<file path="config.mk">
export PLATFORM = sky130hd
export DESIGN_NAME = bulk_cmd_decoder
export DESIGN_NICKNAME = d
export VERILOG_FILES = /design/src/rtl/bulk_cmd_pkg.sv /design/src/rtl/bulk_cmd_parser.sv /design/src/rtl/bulk_cmd_lockctl.sv /design/src/rtl/bulk_cmd_regfile.sv /design/src/rtl/bulk_cmd_decoder.sv
export SDC_FILE = /design/constraint.sdc
export NUM_CORES = 2
export LEC_CHECK = 0
export CORE_UTILIZATION = 33
export CTS_BUF_LIST = sky130_fd_sc_hd__clkbuf_8
export CTS_CLUSTER_DIAMETER = 60
export CTS_CLUSTER_SIZE = 28
export DETAILED_ROUTE_END_ITERATION = 6
export MAX_ROUTING_LAYER = met4
export PLACE_DENSITY = 0.65
export SLEW_MARGIN = 0
export SYNTH_ARGS = -nofsm -noshare
export SYNTH_HDL_FRONTEND = slang
export SYNTH_HIERARCHICAL = 1
export SYNTH_SLANG_ARGS = --single-unit
export TNS_END_PERCENT = 20
</file>
<file path="constraint.sdc">
create_clock -name clk -period 3.4 [get_ports clk]
set_input_delay 0.51 -clock clk [delete_from_list [all_inputs] [get_ports clk]]
set_output_delay 0.51 -clock clk [all_outputs]
set_load 0.02 [all_outputs]
</file>
<file path="src/rtl/bulk_cmd_pkg.sv">
package bulk_cmd_pkg;
  localparam logic [7:0] HDR_BYTE    = 8'hAF;
  localparam logic [7:0] CMD_WREG    = 8'h20;
  localparam logic [7:0] CMD_COPY    = 8'h6A;
  localparam logic [7:0] LOCK_ADDR   = 8'hFF;
  localparam logic [7:0] LOCK_VAL    = 8'h00;
  localparam logic [7:0] UNLOCK_VAL  = 8'hFF;
  localparam int         COPY_BYTES  = 7;
  localparam int         B16_HI      = 'h20;
  localparam int         B8_HI       = 'h26;
  localparam int         PCLK_LO     = 'h1B;

  typedef enum logic [2:0] {
    P_IDLE, P_HDR, P_ADDR, P_DATA, P_COPY, P_SKIP
  } pstate_t;

  function automatic logic [23:0] copy_src_of(input logic [55:0] sh);
    return sh[55:32];
  endfunction
  function automatic logic [7:0] copy_cnt_of(input logic [55:0] sh);
    return sh[31:24];
  endfunction
  function automatic logic [23:0] copy_dst_of(input logic [55:0] sh);
    return sh[23:0];
  endfunction
  function automatic logic [7:0] reg_of(input logic [511:0] v, input int i);
    return v[i*8 +: 8];
  endfunction
endpackage

</file>
<file path="src/rtl/bulk_cmd_parser.sv">
module bulk_cmd_parser
  import bulk_cmd_pkg::*;
(
  input  logic        clk,
  input  logic        rst_n,
  input  logic        in_valid,
  input  logic [7:0]  in_data,
  output logic        wr_fire,
  output logic [7:0]  wr_addr,
  output logic [7:0]  wr_data,
  output logic        copy_valid,
  output logic [23:0] copy_src,
  output logic [7:0]  copy_count,
  output logic [23:0] copy_dst
);
  localparam int CW = $clog2(COPY_BYTES + 1);

  pstate_t       st_q;
  logic [7:0]    addr_q;
  logic [CW-1:0] cnt_q;
  logic [55:0]   sh_q;
  logic          cv_q;
  logic          last_copy;

  assign last_copy = in_valid && (st_q == P_COPY) && (cnt_q == CW'(COPY_BYTES - 1));

  always_ff @(posedge clk) begin
    if (!rst_n) begin
      st_q   <= P_IDLE;
      addr_q <= '0;
      cnt_q  <= '0;
      sh_q   <= '0;
      cv_q   <= 1'b0;
    end else begin
      cv_q <= last_copy;
      if (in_valid) begin
        unique case (st_q)
          P_IDLE: if (in_data == HDR_BYTE) st_q <= P_HDR;
          P_HDR: begin
            if (in_data == HDR_BYTE)      st_q <= P_HDR;
            else if (in_data == CMD_WREG) st_q <= P_ADDR;
            else if (in_data == CMD_COPY) begin
              st_q  <= P_COPY;
              cnt_q <= '0;
            end else                      st_q <= P_SKIP;
          end
          P_ADDR: begin
            addr_q <= in_data;
            st_q   <= P_DATA;
          end
          P_DATA: st_q <= P_IDLE;
          P_COPY: begin
            sh_q  <= {sh_q[47:0], in_data};
            cnt_q <= cnt_q + 1'b1;
            if (last_copy) st_q <= P_IDLE;
          end
          P_SKIP: if (in_data == HDR_BYTE) st_q <= P_HDR;
          default: st_q <= P_IDLE;
        endcase
      end
    end
  end

  assign wr_fire    = in_valid && (st_q == P_DATA);
  assign wr_addr    = addr_q;
  assign wr_data    = in_data;
  assign copy_valid = cv_q;
  assign copy_src   = copy_src_of(sh_q);
  assign copy_count = copy_cnt_of(sh_q);
  assign copy_dst   = copy_dst_of(sh_q);
endmodule

</file>
<file path="src/rtl/bulk_cmd_lockctl.sv">
module bulk_cmd_lockctl
  import bulk_cmd_pkg::*;
#(
  parameter int NREGS = 48
) (
  input  logic       clk,
  input  logic       rst_n,
  input  logic       wr_fire,
  input  logic [7:0] wr_addr,
  input  logic [7:0] wr_data,
  output logic       store_en,
  output logic       commit_fire,
  output logic       locked
);
  logic lock_hit;
  logic locked_q;

  assign lock_hit    = wr_fire && (wr_addr == LOCK_ADDR);
  assign commit_fire = lock_hit && (wr_data == UNLOCK_VAL);
  assign store_en    = wr_fire && (int'(wr_addr) < NREGS);

  always_ff @(posedge clk) begin
    if (!rst_n)                                 locked_q <= 1'b0;
    else if (commit_fire)                       locked_q <= 1'b0;
    else if (lock_hit && wr_data == LOCK_VAL)   locked_q <= 1'b1;
  end

  assign locked = locked_q;
endmodule

</file>
<file path="src/rtl/bulk_cmd_regfile.sv">
module bulk_cmd_regfile #(
  parameter int NREGS = 48,
  localparam int VW = NREGS * 8
) (
  input  logic          clk,
  input  logic          rst_n,
  input  logic          store_en,
  input  logic [7:0]    store_addr,
  input  logic [7:0]    store_data,
  input  logic          commit,
  output logic [VW-1:0] shd_vec,
  output logic [VW-1:0] act_vec
);
  for (genvar i = 0; i < NREGS; i++) begin : g_reg
    logic [7:0] shd_q, act_q;
    always_ff @(posedge clk) begin
      if (!rst_n) begin
        shd_q <= '0;
        act_q <= '0;
      end else begin
        if (store_en && store_addr == 8'(i)) shd_q <= store_data;
        if (commit) act_q <= shd_q;
      end
    end
    assign shd_vec[i*8 +: 8] = shd_q;
    assign act_vec[i*8 +: 8] = act_q;
  end
endmodule

</file>
<file path="src/rtl/bulk_cmd_decoder.sv">
module bulk_cmd_decoder
  import bulk_cmd_pkg::*;
#(
  parameter int NREGS = 48,
  localparam int VW = NREGS * 8
) (
  input  logic          clk,
  input  logic          rst_n,
  input  logic          in_valid,
  input  logic [7:0]    in_data,
  output logic          in_ready,
  output logic          locked,
  output logic [VW-1:0] act_regs,
  output logic [23:0]   base16,
  output logic [23:0]   base8,
  output logic [15:0]   pclk_div,
  output logic          copy_valid,
  output logic [23:0]   copy_src,
  output logic [7:0]    copy_count,
  output logic [23:0]   copy_dst
);
  logic          wr_fire;
  logic [7:0]    wr_addr, wr_data;
  logic          store_en, commit_fire;
  logic [VW-1:0] shd_regs;
  logic [511:0]  act_wide;

  assign in_ready = 1'b1;

  bulk_cmd_parser u_parser (
    .clk(clk), .rst_n(rst_n), .in_valid(in_valid), .in_data(in_data),
    .wr_fire(wr_fire), .wr_addr(wr_addr), .wr_data(wr_data),
    .copy_valid(copy_valid), .copy_src(copy_src),
    .copy_count(copy_count), .copy_dst(copy_dst)
  );

  bulk_cmd_lockctl #(.NREGS(NREGS)) u_lock (
    .clk(clk), .rst_n(rst_n), .wr_fire(wr_fire), .wr_addr(wr_addr),
    .wr_data(wr_data), .store_en(store_en), .commit_fire(commit_fire),
    .locked(locked)
  );

  bulk_cmd_regfile #(.NREGS(NREGS)) u_regs (
    .clk(clk), .rst_n(rst_n), .store_en(store_en), .store_addr(wr_addr),
    .store_data(wr_data), .commit(commit_fire),
    .shd_vec(shd_regs), .act_vec(act_regs)
  );

  assign act_wide = 512'(act_regs);
  assign base16   = {reg_of(act_wide, B16_HI), reg_of(act_wide, B16_HI + 1),
                     reg_of(act_wide, B16_HI + 2)};
  assign base8    = {reg_of(act_wide, B8_HI), reg_of(act_wide, B8_HI + 1),
                     reg_of(act_wide, B8_HI + 2)};
  assign pclk_div = {reg_of(act_wide, PCLK_LO + 1), reg_of(act_wide, PCLK_LO)};
endmodule

</file>
==> impl_metrics.csv <==
group,metric,value,unit
synthesis,syn_inst,2982,
critical_path,crit_family,"simple AND/OR/NAND/NOR gates",
cts,cts_root_buf,"clkbuf_8",
synthesis,synth_area_per_cell,10.7,sq um
grt,grt_pass1_wl,131000,um
critical_path,critPathCaptureType,"register",
timing,fin_crit_sh,78.4,%
critical_path,worst_ep_arrival_time,3.24,ns
synthesis,synth.area.top_cells,"dfxtp_1, mux2i_1, nor2b_1",
run,cap_violations,0,
timing,rsz0062_at_grt,"no",
critical_path,path_cells,"nand2b_1, nor2_1, and3_2, nand3b_1, buf_4, or4_1, mux2i_1",
synthesis,synth_common_cells,"dfxtp_1, mux2i_1, nand2_1, nor2b_1, clkbuf_1",
cts,ctsHtreeMaxLevel,3,
grt,grt-ovfl-total,0,
routing,drt_iter0_markers,1390,
synthesis,yosys.area.top_type,"dfxtp_1",
timing,worst_slew_pin_slew,1.06,ns
cts,cts_setup_buffers,0,
layout,fin_util,42.1,%
synthesis,ys_ff_latch,840,
routing,drc,0,
routing,wirelength,88000,um
cts,cts_hold_buf,0,
timing,setup_viol,0,
critical_path,slowest_stage,"or4_1",
routing,vias,21378,
hold_path,min_path_type,"input pin to register",
cts,cts_tree,"built",
die,core-area,0.0952,sq mm
synthesis,synth_ff_type,"dfxtp_1",
critical_path,worst_setup_path_start_kind,"register",
timing,fmaxAchievable,0.375,GHz
synthesis,synthMostInstantiatedCell,"dfxtp_1",
timing,hold_ws,0.189,ns
routing,dr.pass1.iters,5,
grt,antenna_found_initial,2,
die,dieArea,0.0976,sq mm
routing,vias_per_cell,4.54,
cts,clk_pin_slew_worst_paths,0.12,ns
placed_design,dp_hpwl,57000,um
synthesis,synth_area,0.0318,sq mm
synthesis,ys_warn_count,6,
critical_path,worstSetupPathType,"register to register",
timing,hold_viol,0,
cts,cts.repair.resized,0,
die,start_util,33.4,%
critical_path,crit_fanout,8,
synthesis,async_flop_share,0,%
synthesis,synth.top_cell.area_share,52.9,%
cts,cts_inserted_buffers,73,
layout,fill_cells,9104,
grt,grt_use_total,18.0,%
die,placementRows,113,
synthesis,syn_nets,2995,
critical_path,slowest_delay,0.73,ns
cts,cts.sinks,840,
critical_path,required,3.97,ns
die,die_y,312,um
timing,fin_worst_skew,0.0476,ns
placed_design,portBuffers,516,
run_status,status,"finished clean",
synthesis,synth_edf_count,0,
die,die_w,312,um
power,p_leak,13.6,nW
layout,area_growth,25.9,%
timing,max-slew-margin-rel,28.9,%
power,ir_worst_vdd,0.000275,V
cts,clockBufferDepth,3,
routing,wl_per_cell,18.7,um
synthesis,yosysUniqueCellTypes,49,
grt,grt_max_degree,193,
layout,drive_above_1_share,8.33,%
power,powerDensity,429,mW/mm^2
die,ios,518,
grt,grt_pass1_vias,20594,
placed_design,globalplace.congestion,0.762,
synthesis,ys_seq_area_share,52.9,%
layout,nets,3401,
timing,slew_violations,0,
timing,setup-tns-final,0,ns
timing,finalWorstPathRequiredPeriod,2.66,ns
cts,insertion_delay,0.73,ns
critical_path,cp_num_buf_inv,1,
routing,antenna_left,0,
-- cell type report --
cell class / instances / area [sq um] / share of cell area (%)
Antenna cell: 2 / 5.00 / 0.0125
Clock buffer: 76 / 1050 / 2.61
Clock inverter: 57 / 782 / 1.95
Inverter: 4 / 15.0 / 0.0375
Multi-Input combinational cell: 1854 / 13600 / 34.0
Sequential cell: 840 / 16800 / 42.0
Tap cell: 1265 / 1580 / 3.95
Timing Repair Buffer: 615 / 6180 / 15.4
-- metal layers --
metal  up-vias  GRT usage [%]  part of all wire (%)
li1      10620              -                     -
met1     10241           22.3                    44
met2       432           29.4                    49
met3        85           3.42                   4.7
met4         0           5.50                   2.2
met5         -              -                     0
-- final timing paths --
path / from / slack, ns / endpoint / cells after the start
setup reg to reg: u_parser/st_q[0] / 0.74 / u_regs/g_reg[40].shd_q[7] / 7
hold / removal: rst_n / 0.19 / u_regs/g_reg[24].shd_q[3] / 3
setup / recovery: u_parser/st_q[0] / 0.74 / u_regs/g_reg[40].shd_q[7] / 7
hold reg to reg: u_regs/g_reg[43].shd_q[7] / 0.46 / u_regs/g_reg[43].shd_q[7] / 2
-- kinds of logic (layout without fill, tap and decap cells) --
kind of cell             count (synthesis)  after routing  share of synthesized area [%]
adder cells (fa/ha/maj)                  2              2                         0.0787
XOR/XNOR                                 1              1                         0.0275
flip-flops                             840            840                           52.9
multiplexers                           777            777                           24.5
other                                    1              3                         0.0118
AND/OR/NAND/NOR                       1002           1002                           16.9
buffers and inverters                  288            752                           4.47
AO/OA/AOI/OAI                           71             71                           1.20
-- stage by stage --
step | instances | setup WS [ns] | instance area (sq um) | power [mW]
6_report | 4713 | 0.735 | 40000 | 17.2
5_1_grt | 4713 | 0.614 | 40000 | 17.9
4_1_cts | 4711 | 0.719 | 40000 | 17.5
3_5_place_dp | 4578 | 0.0994 | 38200 | 10.5
3_3_place_gp | 4578 | 0.173 | 38200 | 10.5
2_1_floorplan | 2982 | 0.912 | 31800 | 10.3
-- tightest hold or removal path: cells and delay by family --
| kind | cells | cell delay, ns |
|---|---|---|
| muxes | 1 | 0.06 |
| and+or+nand+nor | 1 | 0.11 |
| buffers and inverters | 1 | 0.18 |
-- flip-flops by register name, summed over array words and instances, names as in the netlist --
signal and flops:
u_lock/locked 1, u_parser/cnt_q 3, u_parser/copy_valid 1, u_parser/sh_q 56, u_parser/st_q 3, u_parser/wr_addr 8
u_regs/g.act_q 384, u_regs/g.shd_q 384
-- report_power, final --
| group | internal, mW | switching [mW] | total, mW | leakage, nW |
|---|---|---|---|---|
| combinational | 0.129 | 0.312 | 0.441 | 5.98 |
| clock | 2.77 | 4.13 | 6.89 | 0.903 |
| sequential | 9.84 | 0.00468 | 9.84 | 6.76 |
-- placed cells by master (no fill, tap or decap), types with 6 or more instances in the layout --
| cell | instances |
|---|---|
| dfxtp_1 | 840 |
| mux2i_1 | 777 |
| clkdlybuf4s50_1 | 515 |
| nand2_1 | 502 |
| nor2b_1 | 388 |
| buf_4 | 78 |
| clkbuf_8 | 76 |
| a21oi_1 | 60 |
| nor3_4 | 31 |
| buf_12 | 21 |
| nor2_1 | 15 |
| clkinv_8 | 13 |
| nand3_1 | 12 |
| inv_8 | 10 |
| inv_1 | 7 |
| nand2_2 | 7 |
| clkinvlp_4 | 6 |
| inv_12 | 6 |
Power figures use the tool's default switching activity.
